==> config.mk <==
export PLATFORM = sky130hd
export DESIGN_NAME = rns_fwd_conv
export DESIGN_NICKNAME = d
export VERILOG_FILES = /design/src/rtl/rns_pkg.sv /design/src/rtl/rns_pipe_reg.sv /design/src/rtl/rns_fold_stage.sv /design/src/rtl/rns_correct.sv /design/src/rtl/rns_lane.sv /design/src/rtl/rns_fwd_conv.sv
export SDC_FILE = /design/constraint.sdc
export NUM_CORES = 1
export LEC_CHECK = 0
export ABC_AREA = 1
export BUFFER_PORTS_ARGS = -buffer_cell sky130_fd_sc_hd__buf_2
export CORE_UTILIZATION = 55
export DETAILED_ROUTE_END_ITERATION = 10
export PLACE_DENSITY_LB_ADDON = 0.2
export SYNTH_ARGS = -nofsm -noshare
export SYNTH_HDL_FRONTEND = slang
export SYNTH_SLANG_ARGS = --single-unit
==> constraint.sdc <==
create_clock -name clk -period 4.3 [get_ports clk]
set_input_delay 0.43 -clock clk [delete_from_list [all_inputs] [get_ports clk]]
set_output_delay 0.43 -clock clk [all_outputs]
set_load 0.01 [all_outputs]
==> src/rtl/rns_pkg.sv <==
`timescale 1ns/1ps
package rns_pkg;

  // Each modulus occupies a fixed field of the packed modulus list.
  localparam int unsigned MOD_FIELD_W = 16;
  localparam int unsigned MAX_LANES   = 16;
  localparam int unsigned MOD_LIST_W  = MOD_FIELD_W * MAX_LANES;
  // Guard on the fold recursion; real chains stop far earlier.
  localparam int unsigned FOLD_CAP    = 32;

  // Which of the two final paths produced a residue.
  typedef enum logic {
    CORR_PASS = 1'b0,
    CORR_SUB  = 1'b1
  } corr_path_e;

  // Constant 2^idx mod modulus.
  function automatic int unsigned pow2_mod(int unsigned idx, int unsigned modulus);
    longint unsigned r;
    r = longint'(1) % longint'(modulus);
    for (int unsigned j = 0; j < idx; j++) begin
      r = (r * 2) % longint'(modulus);
    end
    return int'(r);
  endfunction

  // Bits needed to hold value (at least one).
  function automatic int unsigned bits_for(longint unsigned value);
    int unsigned n;
    n = 1;
    while (n < 63 && (longint'(1) << n) <= value) n++;
    return n;
  endfunction

  // Folded sum of the low n_bits of v: set bit i adds 2^i mod m.
  function automatic longint unsigned fold_value(longint unsigned v, int unsigned n_bits,
                                                 int unsigned modulus);
    longint unsigned acc;
    longint unsigned w;
    acc = 0;
    w   = longint'(1) % longint'(modulus);
    for (int unsigned j = 0; j < n_bits; j++) begin
      if (v[j]) acc += w;
      w = (w * 2) % longint'(modulus);
    end
    return acc;
  endfunction

  // Exact largest fold result over all operands 0..b.
  function automatic longint unsigned fold_bound(longint unsigned b, int unsigned modulus);
    int unsigned     nb;
    longint unsigned best;
    longint unsigned f;
    nb   = bits_for(b);
    best = 0;
    if (b == ((longint'(1) << nb) - 1)) return fold_value(b, nb, modulus);
    for (longint unsigned v = 0; v <= b; v++) begin
      f = fold_value(v, nb, modulus);
      if (f > best) best = f;
    end
    return best;
  endfunction

  // Operand bound after a given number of folds.
  function automatic longint unsigned bound_after(int unsigned in_w, int unsigned modulus,
                                                  int unsigned steps);
    longint unsigned b;
    b = (longint'(1) << in_w) - 1;
    for (int unsigned j = 0; j < steps; j++) b = fold_bound(b, modulus);
    return b;
  endfunction

  // Folds needed before one conditional subtraction suffices.
  function automatic int unsigned fold_count(int unsigned in_w, int unsigned modulus);
    longint unsigned b;
    int unsigned     n;
    b = (longint'(1) << in_w) - 1;
    n = 0;
    while (b >= 2 * longint'(modulus) && n < FOLD_CAP) begin
      b = fold_bound(b, modulus);
      n++;
    end
    return n;
  endfunction

  function automatic int unsigned lane_modulus(logic [MOD_LIST_W-1:0] list, int unsigned lane);
    return int'(list[lane*MOD_FIELD_W +: MOD_FIELD_W]);
  endfunction

  function automatic int unsigned max_modulus(logic [MOD_LIST_W-1:0] list, int unsigned n);
    int unsigned best;
    best = 2;
    for (int unsigned j = 0; j < n; j++) begin
      if (lane_modulus(list, j) > best) best = lane_modulus(list, j);
    end
    return best;
  endfunction

  function automatic int unsigned max_folds(int unsigned in_w, logic [MOD_LIST_W-1:0] list,
                                            int unsigned n);
    int unsigned best;
    best = 0;
    for (int unsigned j = 0; j < n; j++) begin
      if (fold_count(in_w, lane_modulus(list, j)) > best)
        best = fold_count(in_w, lane_modulus(list, j));
    end
    return best;
  endfunction

endpackage

==> src/rtl/rns_pipe_reg.sv <==
`timescale 1ns/1ps
// Plain data delay used to align lanes with short fold chains.
module rns_pipe_reg #(
  parameter int unsigned W = 8
) (
  input  logic         clk,
  input  logic [W-1:0] d,
  output logic [W-1:0] q
);

  always_ff @(posedge clk) begin
    q <= d;
  end

endmodule

==> src/rtl/rns_fold_stage.sv <==
`timescale 1ns/1ps
// One registered fold: sum of per-bit weights 2^i mod M in carry-save form,
// resolved by a single adder of OUT_W bits.
module rns_fold_stage
  import rns_pkg::*;
#(
  parameter int unsigned DW    = 12,
  parameter int unsigned M     = 5,
  parameter int unsigned OUT_W = 5
) (
  input  logic          clk,
  input  logic [DW-1:0] din,
  output logic [DW-1:0] dout
);

  logic [OUT_W-1:0] term [DW];
  logic [OUT_W-1:0] cs_sum;
  logic [OUT_W-1:0] cs_carry;
  logic [OUT_W-1:0] fold_sum;

  for (genvar i = 0; i < DW; i++) begin : g_term
    localparam int unsigned WGT = pow2_mod(i, M);
    assign term[i] = din[i] ? OUT_W'(WGT) : '0;
  end

  // Carry-save accumulation; exact modulo 2^OUT_W and the true sum fits.
  always_comb begin
    logic [OUT_W-1:0] s;
    logic [OUT_W-1:0] c;
    logic [OUT_W-1:0] ns;
    logic [OUT_W-1:0] nc;
    s = '0;
    c = '0;
    for (int i = 0; i < int'(DW); i++) begin
      ns = s ^ c ^ term[i];
      nc = ((s & c) | (s & term[i]) | (c & term[i])) << 1;
      s  = ns;
      c  = nc;
    end
    cs_sum   = s;
    cs_carry = c;
  end

  assign fold_sum = cs_sum + cs_carry;

  always_ff @(posedge clk) begin
    dout <= DW'(fold_sum);
  end

endmodule

==> src/rtl/rns_correct.sv <==
`timescale 1ns/1ps
// Final stage: the operand is below 2M, so one subtract-or-pass gives the residue.
module rns_correct
  import rns_pkg::*;
#(
  parameter int unsigned DW = 12,
  parameter int unsigned M  = 5,
  parameter int unsigned RW = 4
) (
  input  logic          clk,
  input  logic [DW-1:0] val,
  output logic [RW-1:0] residue
);

  localparam int unsigned MW = bits_for(M);
  localparam int unsigned EW = ((DW > MW) ? DW : MW) + 1;

  logic [EW-1:0] ext;
  logic [EW-1:0] diff;
  logic [EW-1:0] pick;
  corr_path_e    path;

  assign ext  = EW'(val);
  assign diff = ext - EW'(M);
  assign path = (ext >= EW'(M)) ? CORR_SUB : CORR_PASS;
  assign pick = (path == CORR_SUB) ? diff : ext;

  always_ff @(posedge clk) begin
    residue <= RW'(pick);
  end

endmodule

==> src/rtl/rns_lane.sv <==
`timescale 1ns/1ps
// Residue lane for one modulus: NF fold stages, padding to MAX_F, correction.
module rns_lane
  import rns_pkg::*;
#(
  parameter int unsigned DW    = 12,
  parameter int unsigned M     = 5,
  parameter int unsigned MAX_F = 3,
  parameter int unsigned RW    = 4
) (
  input  logic          clk,
  input  logic [DW-1:0] din,
  output logic [RW-1:0] residue
);

  localparam int unsigned NF = fold_count(DW, M);

  logic [MAX_F:0][DW-1:0] stage_q;

  assign stage_q[0] = din;

  for (genvar k = 0; k < int'(MAX_F); k++) begin : g_stage
    if (k < int'(NF)) begin : g_fold
      localparam int unsigned OW = bits_for(bound_after(DW, M, k + 1));
      rns_fold_stage #(
        .DW    (DW),
        .M     (M),
        .OUT_W (OW)
      ) u_fold (
        .clk  (clk),
        .din  (stage_q[k]),
        .dout (stage_q[k+1])
      );
    end else begin : g_pad
      rns_pipe_reg #(
        .W (DW)
      ) u_pad (
        .clk (clk),
        .d   (stage_q[k]),
        .q   (stage_q[k+1])
      );
    end
  end

  rns_correct #(
    .DW (DW),
    .M  (M),
    .RW (RW)
  ) u_corr (
    .clk     (clk),
    .val     (stage_q[MAX_F]),
    .residue (residue)
  );

endmodule

==> src/rtl/rns_fwd_conv.sv <==
`timescale 1ns/1ps
// Binary to residue converter over a parameterized set of moduli.
module rns_fwd_conv
  import rns_pkg::*;
#(
  parameter int unsigned IN_W    = 12,
  parameter int unsigned NUM_MOD = 4,
  parameter logic [NUM_MOD*MOD_FIELD_W-1:0] MODULI = {16'd13, 16'd11, 16'd7, 16'd5},
  localparam int unsigned RES_W  = bits_for(max_modulus(MOD_LIST_W'(MODULI), NUM_MOD) - 1)
) (
  input  logic                     clk,
  input  logic                     rst,
  input  logic                     in_valid,
  input  logic [IN_W-1:0]          in_data,
  output logic                     out_valid,
  output logic [NUM_MOD*RES_W-1:0] out_residue
);

  localparam int unsigned MAX_F = max_folds(IN_W, MOD_LIST_W'(MODULI), NUM_MOD);
  localparam int unsigned LAT   = MAX_F + 1;

  logic [LAT-1:0] valid_pipe;

  always_ff @(posedge clk) begin
    if (rst) valid_pipe <= '0;
    else     valid_pipe <= (valid_pipe << 1) | LAT'(in_valid);
  end

  assign out_valid = valid_pipe[LAT-1];

  for (genvar k = 0; k < int'(NUM_MOD); k++) begin : g_lane
    localparam int unsigned LANE_M = lane_modulus(MOD_LIST_W'(MODULI), k);
    rns_lane #(
      .DW    (IN_W),
      .M     (LANE_M),
      .MAX_F (MAX_F),
      .RW    (RES_W)
    ) u_lane (
      .clk     (clk),
      .din     (in_data),
      .residue (out_residue[k*RES_W +: RES_W])
    );
  end

endmodule

== Yosys cells after proc, flatten, opt, wreduce, memory -nomap -nowiden ==
Cells that the tools add are included.

* Flip-flop bits (word level): 76
* Input bits: 15
* Output and inout port bits: 17

* Add/sub/neg operators: 15
* $lt $le $gt $ge: 4
* Multiplexer cells: 90
* Bitwise operators: 547

{| class="wikitable"
|+ Operators by type and width
! cell !! count
|-
| $or 4x4->4 || 56
|-
| $and 4x4->4 || 43
|-
| $and 3x3->3 || 54
|-
| $xor 5x5->5 || 32
|-
| $xor 4x4->4 || 34
|-
| $or 6x6->6 || 20
|-
| $or 5x5->5 || 20
|-
| $and 4x3->4 || 23
|-
| $mux 3 || 25
|-
| $and 4x2->4 || 18
|-
| $or 3x3->3 || 24
|-
| $mux 4 || 17
|-
| $and 6x4->6 || 10
|-
| $xor 3x3->3 || 19
|-
| $xor 7x7->7 || 8
|-
| $and 6x3->6 || 9
|-
| $and 6x6->6 || 9
|-
| $mux 2 || 26
|-
| $xor 6x6->6 || 8
|-
| $and 5x3->5 || 9
|-
| $and 5x5->5 || 9
|-
| $xor 5x2->5 || 9
|-
| $and 4x1->4 || 10
|-
| $xor 5x3->5 || 7
|-
| 41 further kinds || 157
|}

== Depth between registers and ports, before layout ==
Gate-level depths: netlist of the first run.

* Word-level depth: 33
* Mapped depth: 21
* Gate-level depth less buffers: 21

== Hierarchy ==
A second synthesis of the first run with hierarchy kept.

* Cells, all modules: 968
* Area total of the unflattened synthesis: 8305.5 µm²

{| class="wikitable"
|+ Modules (own cells, without submodules)
! module !! instances !! cells an instance !! area an instance (µm²)
|-
| rns_fold_stage (g_lane[3].u_lane.g_stage[0].g_fold.u_fold) || 1 || 86 || 889.6
|-
| rns_fold_stage (g_lane[2].u_lane.g_stage[0].g_fold.u_fold) || 1 || 86 || 778.2
|-
| rns_fold_stage (g_lane[3].u_lane.g_stage[1].g_fold.u_fold) || 1 || 82 || 758.2
|-
| rns_fold_stage (g_lane[2].u_lane.g_stage[1].g_fold.u_fold) || 1 || 83 || 709.4
|-
| rns_fold_stage (g_lane[3].u_lane.g_stage[2].g_fold.u_fold) || 1 || 96 || 704.4
|-
| rns_fold_stage (g_lane[0].u_lane.g_stage[0].g_fold.u_fold) || 1 || 73 || 675.6
|-
| rns_fold_stage (g_lane[2].u_lane.g_stage[2].g_fold.u_fold) || 1 || 75 || 600.6
|-
| rns_fold_stage (g_lane[0].u_lane.g_stage[1].g_fold.u_fold) || 1 || 63 || 558.0
|-
| rns_fold_stage (g_lane[0].u_lane.g_stage[2].g_fold.u_fold) || 1 || 73 || 498.0
|-
| rns_fold_stage (g_lane[1].u_lane.g_stage[0].g_fold.u_fold) || 1 || 38 || 390.4
|-
| rns_fold_stage (g_lane[1].u_lane.g_stage[1].g_fold.u_fold) || 1 || 43 || 381.6
|-
| rns_correct (g_lane[0].u_lane.u_corr) || 1 || 39 || 285.3
|-
| rns_correct (g_lane[3].u_lane.u_corr) || 1 || 38 || 269.0
|-
| rns_pipe_reg || 1 || 12 || 240.2
|-
| 3 more rows || - || - || -
|}

== Least setup slack after synthesis of the first run ==
Ideal clock, no wire load.

* Path kind: input -> register
* From: in in_data[1]
* To: reg g_lane[3].u_lane.g_stage[0].g_fold.u_fold.dout[6]
* Setup time: 0.113 ns
* Arrival time: 3.916 ns
* Required time: 4.187 ns
* Slack: 0.271 ns
* Stages on the path: 21
* Buffers on the path: 0
* Cell sequence: ha_1 -> ha_1 -> a21oi_1 -> nand2_1 -> fa_1 -> fa_1 -> ha_1 -> inv_1 -> fa_1 -> inv_1 -> ha_1 -> inv_1 -> fa_1 -> inv_1 -> ha_1 -> nand2_1 -> inv_1 -> nand2_1 -> nand3_1 -> nand2_1 -> nand2_1

* Longest elaborated chain between the ends: 28

{| class="wikitable"
|+ Ends and longest elaborated chain
! what !! line !! text
|-
| from (decl) || rns_fwd_conv.sv:14 || <nowiki>input logic [IN_W-1:0] in_data,</nowiki>
|-
| $mux 2 (*) || rns_fold_stage.sv:23 || <nowiki>assign term[i] = din[i] ? OUT_W'(WGT) : '0;</nowiki>
|-
| $xor 1x2->2 || rns_fold_stage.sv:35 || <nowiki>ns = s ^ c ^ term[i];</nowiki>
|-
| $and 6x3->6 or $xor 2x3->3 (tied branches) || rns_fold_stage.sv:36, rns_fold_stage.sv:35 ||
|-
| $or 6x6->6 or $xor 3x3->3 (tied branches) || rns_fold_stage.sv:36, rns_fold_stage.sv:35 ||
|-
| $or 6x6->6, or another cell as far along || rns_fold_stage.sv:36 || <nowiki>nc = ((s & c) | (s & term[i]) | (c & term[i])) << 1;</nowiki>
|-
| $and 6x6->6, or another cell as far along || rns_fold_stage.sv:36 ||
|-
| $or 6x6->6, or another cell as far along (2 in series) || rns_fold_stage.sv:36 ||
|-
| $and 6x6->6, or another cell as far along || rns_fold_stage.sv:36 ||
|-
| (+12 left out) || - ||
|-
| $xor 7x7->7, or another cell as far along || rns_fold_stage.sv:35 ||
|-
| $xor 7x3->7, or another cell as far along || rns_fold_stage.sv:35 ||
|-
| $xor 7x7->7, or another cell as far along || rns_fold_stage.sv:35 ||
|-
| $xor 7x4->7, or another cell as far along || rns_fold_stage.sv:35 ||
|-
| $xor 7x7->7 or $or 6x6->6 (tied branches) || rns_fold_stage.sv:35, rns_fold_stage.sv:36 ||
|-
| $xor 7x3->7 or $or 6x6->6 (tied branches) || rns_fold_stage.sv:35, rns_fold_stage.sv:36 ||
|-
| $add 7x7->7 (*) || rns_fold_stage.sv:44 || <nowiki>assign fold_sum = cs_sum + cs_carry;</nowiki>
|-
| via g_lane[3].u_lane.g_stage[0].g_fold.u_fold.fold_sum[6] || rns_fold_stage.sv:19 || <nowiki>logic [OUT_W-1:0] fold_sum;</nowiki>
|-
| to (signal assigned) || rns_fold_stage.sv:47 || <nowiki>dout <= DW'(fold_sum);</nowiki>
|-
| to (decl) || rns_fold_stage.sv:13 || <nowiki>output logic [DW-1:0] dout</nowiki>
|}

The timed path passes the listed nets; every way through them passes the cells marked *.
A chain may end at the register's enable or synchronous reset.

== Worst setup path in the final report of the first run ==
Ends and elaborated chain as after synthesis.

==> results.md, run 1 <==
* RSZ-0062 raised after global routing: no
* Slew Limit Headroom at 0.837
* Port bufs at 31
* Die Area at 8670 um^2
* Vias in the first global route at between 2000 and 3000
* Detailed Place HPWL at between 5 and 6 mm
* Row Count at 32
* Max clock buf depth at 2
* Starting Density at 0.579
* Clock latency on the worst-skew pair at 0.34 ns
* Crit path kind: in2reg
* Boundary Pins at 32
* DR vias/cell at 4.75
* Final ANT Viol Nets at 0
* Layout Skew at between 0.008 and 0.009 ns
* Final hold violation count at 0
* Cells along the critical path: buf_2 -> ha_1 -> ha_1 -> a21oi_1 -> nand2_1 -> fa_1 -> fa_1 -> ha_1 -> inv_1 -> fa_1 -> inv_1 -> ha_1 -> inv_1 -> fa_1 -> inv_1 -> ha_1 -> nand2_1 -> inv_1 -> nand2_1 -> nand3_1 -> nand2_1 -> nand2_1
* Vias at approximately 2800
* Fin cells at 580
* Synth Net Count at about 590
* Max-cap check violation count at 0
* Synth Warn # at 0
* Reg-to-reg startpoint: g_lane[3].u_lane.g_stage[0].g_fold.u_fold.dout[4]
* Cell variety after synth at 22
* Diode count at 0
* Avg WL per Cell at around 11 um
* H-tree Lvls at 3
* Post-route core utilization at 0.637
* Hold_buf cts at 0
* Tmin final at ~4.0 ns
* CP Depth at 22
* Core region area at ~8000 um^2
* Max Clk Rate at between 200 and 250 MHz
* Yosys reg bits at 76
* Synth Instances at about 430
* Final setup vio count at 0
* Leakage at 2.74 nW
* Most frequent cells in the layout: ha_1 (102), inv_1 (91), dfxtp_1 (76), nand2_1 (50), fa_1 (39)
* CTS buffer count at 9
* Detailed Routing Iterations Pass 1 at 4
* FF-to-FF path depth at 5
* # clock sinks at 76
* Met3 usage at 0.0358
* Most common cell after layout, fill and taps aside: ha_1
* Final Cycle Share at 0.936
* Power density over cell area at 669 nW/um^2
* GR Util met2 at 0.312
* Worst Setup Start Kind: primary input
* CTS resizes at 0
* Global placement routability congestion at 0.772
* Area growth syn-to-layout at 9.97%
* Synthesized area per cell at roughly 11 um^2
* Max Fanout on Critical Path at 3
* Setup crit end: g_lane[3].u_lane.g_stage[0].g_fold.u_fold.dout[6]
* Met1 Use GR at 0.191
* Largest net degree at the start of global routing at 13
* Die Span Y at around 93 um
* Placed Area at 4860 um^2
* Worst hold path type: in2reg
* Crit-path slowest cell: fa_1
* Nets at between 600 and 700
* Mapped cell area at around 4600 um^2
* Run status: completed
* DRC Markers at 0
* First-pass GRT wire length at between 10 and 15 mm
* Buf/Inv on CP at 6
* Clock tree from TritonCTS: done
* Final wirelength at roughly 6.3 mm
* CP top delay family: adder cells
* Most used routing layer: met2
* Initial antenna violation count at 0
* Worst path arrival time at approximately 4.3 ns
* Overflow after GRT at 0
* Slew @ Worst Pin at 0.243 ns
* Req. time, crit path at around 4.5 ns
* Worst Setup SP: in_data[1]
* CTS Root Cell: clkbuf_8
* Final instance area at 5020 um^2
* Reg2Reg Capture Point: g_lane[3].u_lane.g_stage[1].g_fold.u_fold.dout[4]
* Setup bufs post-CTS at 0
* Setup crit end kind: flip-flop
* Global-route usage over all layers at 0.170
* CP max stage delay at ~0.49 ns
* Flop2flop setup slack at approximately 2.4 ns
* Placed cells at ~560
* Iter 0 DRT Violations at 62
* Max rail drop VDD at ~230 uV
* Share of cells above drive strength 1 at 0.103
* Final Slew Violations at 0
* Sequential fraction of the synthesis area at 0.333
* Die X at ~93 um
* Clock-pin slew on the worst setup and hold paths at around 0.080 ns
==> report_power, final <==
group | total, mW | leakage [nW] | switching (mW) | internal [mW]
registers | 1.23 | 0.638 | 0.145 | 1.09
clock network | 0.447 | 0.0803 | 0.238 | 0.209
logic | 1.68 | 2.02 | 0.900 | 0.782
total | 3.36 | 2.74 | 1.28 | 2.08
==> worst reg2reg max path: cells and delay by family (launching register included) <==
kind       cells  cell delay (ns)
fa+ha+maj      4             1.36
xor+xnor       1             0.15
flops          1             0.32
==> cell usage after synthesis <==
master    count  area share
a21boi_0      1      0.0016
a21oi_1       7      0.0077
a21oi_2       1      0.0019
buf_6         1      0.0025
dfxtp_1      76        0.33
fa_1         39        0.17
ha_1        102        0.28
inv_1        91       0.075
nand2_1      50       0.041
nand2_2       1      0.0014
nand3_1       8      0.0088
nand3b_1      2      0.0033
nand4_1       1      0.0014
nor2_1       13       0.011
nor3_1        1      0.0011
o211a_1       1      0.0022
o21a_1        2      0.0033
o21ai_0       6      0.0066
o21ai_1       1      0.0011
or2_1         1      0.0014
xnor2_1      11       0.021
xor2_1       13       0.025
==> cell type report <==
type                            instances  area (um^2)
Inverter                               91          342
Tap cell                              102          128
Sequential cell                        76         1520
Timing Repair Buffer                   34          178
Fill cell                             650         2860
Clock buffer                           12          135
Clock inverter                          4         26.3
Multi-Input combinational cell        261         2690
==> sequential cells by signal, summed over array words and instances, names as in the netlist <==
name,count
g_lane.u_lane.g_stage.g_fold.u_fold.dout,52
g_lane.u_lane.u_corr.residue,16
g_lane.u_lane.g_stage.g_pad.u_pad.q,4
valid_pipe,4
==> cell families after synthesis <==
| group | after synthesis | synth area share |
|---|---|---|
| AOI/OAI and AO/OA | 19 | 0.0244 |
| xor gates and xnor gates | 24 | 0.0460 |
| adders and majority gates | 141 | 0.450 |
| buffers and inverters | 92 | 0.0772 |
| DFF | 76 | 0.333 |
| and+or+nand+nor | 77 | 0.0690 |
==> metal layers <==
metal | wire (um) | vias to the layer above
met3 | 173 | 8
met1 | 2790 | 1284
met2 | 3250 | 43
met4 | 101 | 0
met5 | 0 | -
li1 | - | 1420
==> through the flow <==
stage	setup slack [ns]	power, mW	hold slack, ns	TNS (ns)
3_3_place_gp	0.0365	2.84	0.310	0
6_report	0.275	3.36	0.283	0
3_5_place_dp	-0.0713	2.95	0.313	-0.0713
2_1_floorplan	0.271	2.50	0.310	0
5_1_grt	0.0254	3.79	0.267	0
4_1_cts	0.291	3.44	0.266	0
==> how the worst min path moves through the flow <==
stage                                                       from                                      endpoint  slack, ns  cells past startpoint
2_1_floorplan  g_lane[1].u_lane.g_stage[1].g_fold.u_fold.dout[0]  g_lane[1].u_lane.g_stage[2].g_pad.u_pad.q[0]       0.31                      0
5_1_grt                                                      rst                                 valid_pipe[0]       0.27                      2
3_3_place_gp   g_lane[1].u_lane.g_stage[1].g_fold.u_fold.dout[1]  g_lane[1].u_lane.g_stage[2].g_pad.u_pad.q[1]       0.31                      0
6_report                                                     rst                                 valid_pipe[0]       0.28                      2
3_5_place_dp   g_lane[1].u_lane.g_stage[1].g_fold.u_fold.dout[0]  g_lane[1].u_lane.g_stage[2].g_pad.u_pad.q[0]       0.31                      0
4_1_cts                                                      rst                                 valid_pipe[0]       0.27                      2
(Power assumes the default switching activity.)
==> run 2, diff against run 1 <==
CORE_UTILIZATION = 66   (was 55)
clock period = 5.05 ns   (was 4.3 ns; I/O delays follow)
==> results.md, run 2 (synthesis gave the netlist of run 1 again) <==
* Tmin final at 4.17 ns
* Worst hold path type: reg2reg
* CP max stage delay at 0.46 ns (-0.03 ns)
* CTS resizes at 0 (unchanged)
* Nets at 626 (-0.48%)
* Overflow after GRT at 0 (unchanged)
* Leakage at 2.75 nW (+0.19%)
* FILL cells at 458 (-30%)
* Final hold violation count at 0 (unchanged)
* Clock-pin slew on the worst setup and hold paths at 0.08 ns (about the same)
* Share of cells above drive strength 1 at 0.101 (-0.00146)
* Fin Hold WS at 0.329 ns (+0.0457 ns)
* Setup crit end kind: flip-flop
* Buf/Inv on CP at 1 (-5)
* DR vias/cell at 4.95 (+4.2%)
* Sw power at 1.11 mW (-13%)
* Cells along the critical path: buf_2 -> ha_1 -> ha_1 -> a21oi_1 -> nand2_1 -> fa_1 -> fa_1 -> ha_1 -> ha_1 -> fa_1 -> ha_1 -> ha_1 -> nand2_1 -> nand2_1 -> nand2_1 -> nand3_1 -> nand2_1 -> nand2_1
* Largest reg by FF count: g_lane.u_lane.g_stage.g_fold.u_fold.dout
* H-tree Lvls at 3 (unchanged)
* Worst path arrival time at 4.41 ns (+0.14 ns)
* Final Slew Violations at 0 (unchanged)
* Detailed Place HPWL at 5.20 mm (+0.38%)
* Largest register FFs at 52 (unchanged)
* Multi-input gate area at 2690 um^2 (unchanged)
* Power density over cell area at 589 nW/um^2 (-12%)
* Hold_buf cts at 0 (unchanged)
* Diode count at 0 (unchanged)
* Slew @ Worst Pin at 0.276 ns (+0.0333 ns)
* First-pass GRT wire length at 11.5 mm (+0.48%)
* Req. time, crit path at 5.28 ns (+0.74 ns)
* Max Clk Rate at ~240 MHz
* Most common cell after layout, fill and taps aside: ha_1
* FF-to-FF path depth at 5 (unchanged)
* Switch share at 0.377 (-0.00435)
* Iter 0 DRT Violations at 59 (-4.8%)
* Clock tree from TritonCTS: done
* Post-route setup slack at 0.878 ns (+0.603 ns)
* Combinational share of power at 0.492 (-0.009)
* CP Depth at 18 (-18%)
* Setup bufs post-CTS at 0 (unchanged)
* Worst Setup Start Kind: primary input
* Final wirelength at 6.33 mm (+0.19%)
* Final ANT Viol Nets at 0 (unchanged)
* Slew Limit Headroom at 0.816 (-0.0211)
* Hold depth at 0 (-2)
* Global placement routability congestion at 0.783 (+1.5%)
* Die X at 85.2 um (-8.5%)
* CP top delay family: adder cells
* Sequential power share at 0.355 (-0.011)
* RSZ-0062 raised after global routing: no
* Vias at 2731 (-0.87%)
* Max rail drop VDD at 336 uV (+43%)
* DRC Markers at 0 (unchanged)
* Int Pwr at 1.84 mW (-12%)
* Detailed Routing Iterations Pass 1 at 4 (unchanged)
* CTS Root Cell: clkbuf_8
* Starting Density at 0.699 (+0.120)
* Reg area at 1520 um^2 (unchanged)
* Global-route usage over all layers at 0.205 (+0.0349)
* Die Area at 7260 um^2 (-16%)
* Final Cycle Share at 0.826
* Top Registers: g_lane.u_lane.g_stage.g_fold.u_fold.dout x52, g_lane.u_lane.u_corr.residue x16
* Final setup vio count at 0 (unchanged)
* Max clock buf depth at 2 (unchanged)
* Area growth syn-to-layout at 9.67%
* Run status: completed
* Core region area at 6530 um^2 (-17%)
* Setup TNS at 0 ns (unchanged)
* Most frequent cells in the layout: ha_1 (102), inv_1 (91), dfxtp_1 (76), nand2_1 (50), fa_1 (39)
* Max-cap check violation count at 0 (unchanged)
* Vias in the first global route at 2815 (-0.71%)
* Largest net degree at the start of global routing at 14 (+1)
* Avg WL per Cell at 11.5 um (+5.3%)
* Initial antenna violation count at 0 (unchanged)
* Max Fanout on Critical Path at 6 (+3)
* # clock sinks at 76 (unchanged)
* Boundary Pins at 32 (unchanged)
* Row Count at 29 (-9.4%)
* Crit-path slowest cell: fa_1
* Clk pwr share at 0.153 (+0.020)
* Worst slack at placement at 0.526 ns (+0.598 ns)
* Die Span Y at 85.2 um (-8.5%)
* CTS buffer count at 9 (unchanged)
* Layout Skew at 0.00495 ns (-0.00379 ns)
* Post-route core utilization at 0.767 (+0.130)
* Crit path kind: in2reg
* Port bufs at 31 (unchanged)
* Clock latency on the worst-skew pair at 0.33 ns (about the same)
-- run 2: changes by cell type in the layout (fill, tap and decap cells not counted), sizes merged --
| cell | delta |
|---|---|
| inv | +1 |
| clkbuf | -1 |
| clkinv | -1 |
| bufinv | +1 |
| buf | -3 |
-- run 2: final timing paths --
path,from,endpoint,slack [ns]
hold reg to reg,g_lane[1].u_lane.g_stage[1].g_fold.u_fold.dout[0],g_lane[1].u_lane.g_stage[2].g_pad.u_pad.q[0],0.33
setup reg to reg,g_lane[3].u_lane.g_stage[0].g_fold.u_fold.dout[4],g_lane[3].u_lane.g_stage[1].g_fold.u_fold.dout[4],3.06
setup / recovery,in_data[1],g_lane[3].u_lane.g_stage[0].g_fold.u_fold.dout[6],0.88
hold / removal,g_lane[1].u_lane.g_stage[1].g_fold.u_fold.dout[0],g_lane[1].u_lane.g_stage[2].g_pad.u_pad.q[0],0.33
-- run 2: cell type report --
cell class,instances,area share
inverter,91,0.0682
clock buffer,11,0.0282
clock inverter,5,0.0120
timing repair buffer,31,0.0310
multi-input combinational,261,0.538
sequential,76,0.304
tap,77,0.0192
-- run 2: power groups by stage --
stage	Combinational (mW)	Clock (mW)	Sequential, mW
6_report	1.45	0.451	1.05
5_1_grt	1.72	0.493	1.08
4_1_cts	1.48	0.464	1.05
3_5_place_dp	1.45	0	1.06
3_3_place_gp	1.35	0	1.05
2_1_floorplan	1.06	0	1.07
-- run 2: routing by layer --
metal,share of wire,global-route usage
met5,0,0
met4,0.015,0.0770
met3,0.026,0.0467
met2,0.53,0.383
met1,0.43,0.227
-- run 2: through the flow --
stage	cell area (um^2)	cells	power (mW)
2_1_floorplan	4570	429	2.13
3_5_place_dp	4810	536	2.51
6_report	5010	552	2.95
4_1_cts	5010	552	3.00
5_1_grt	5010	552	3.29
3_3_place_gp	4810	536	2.41
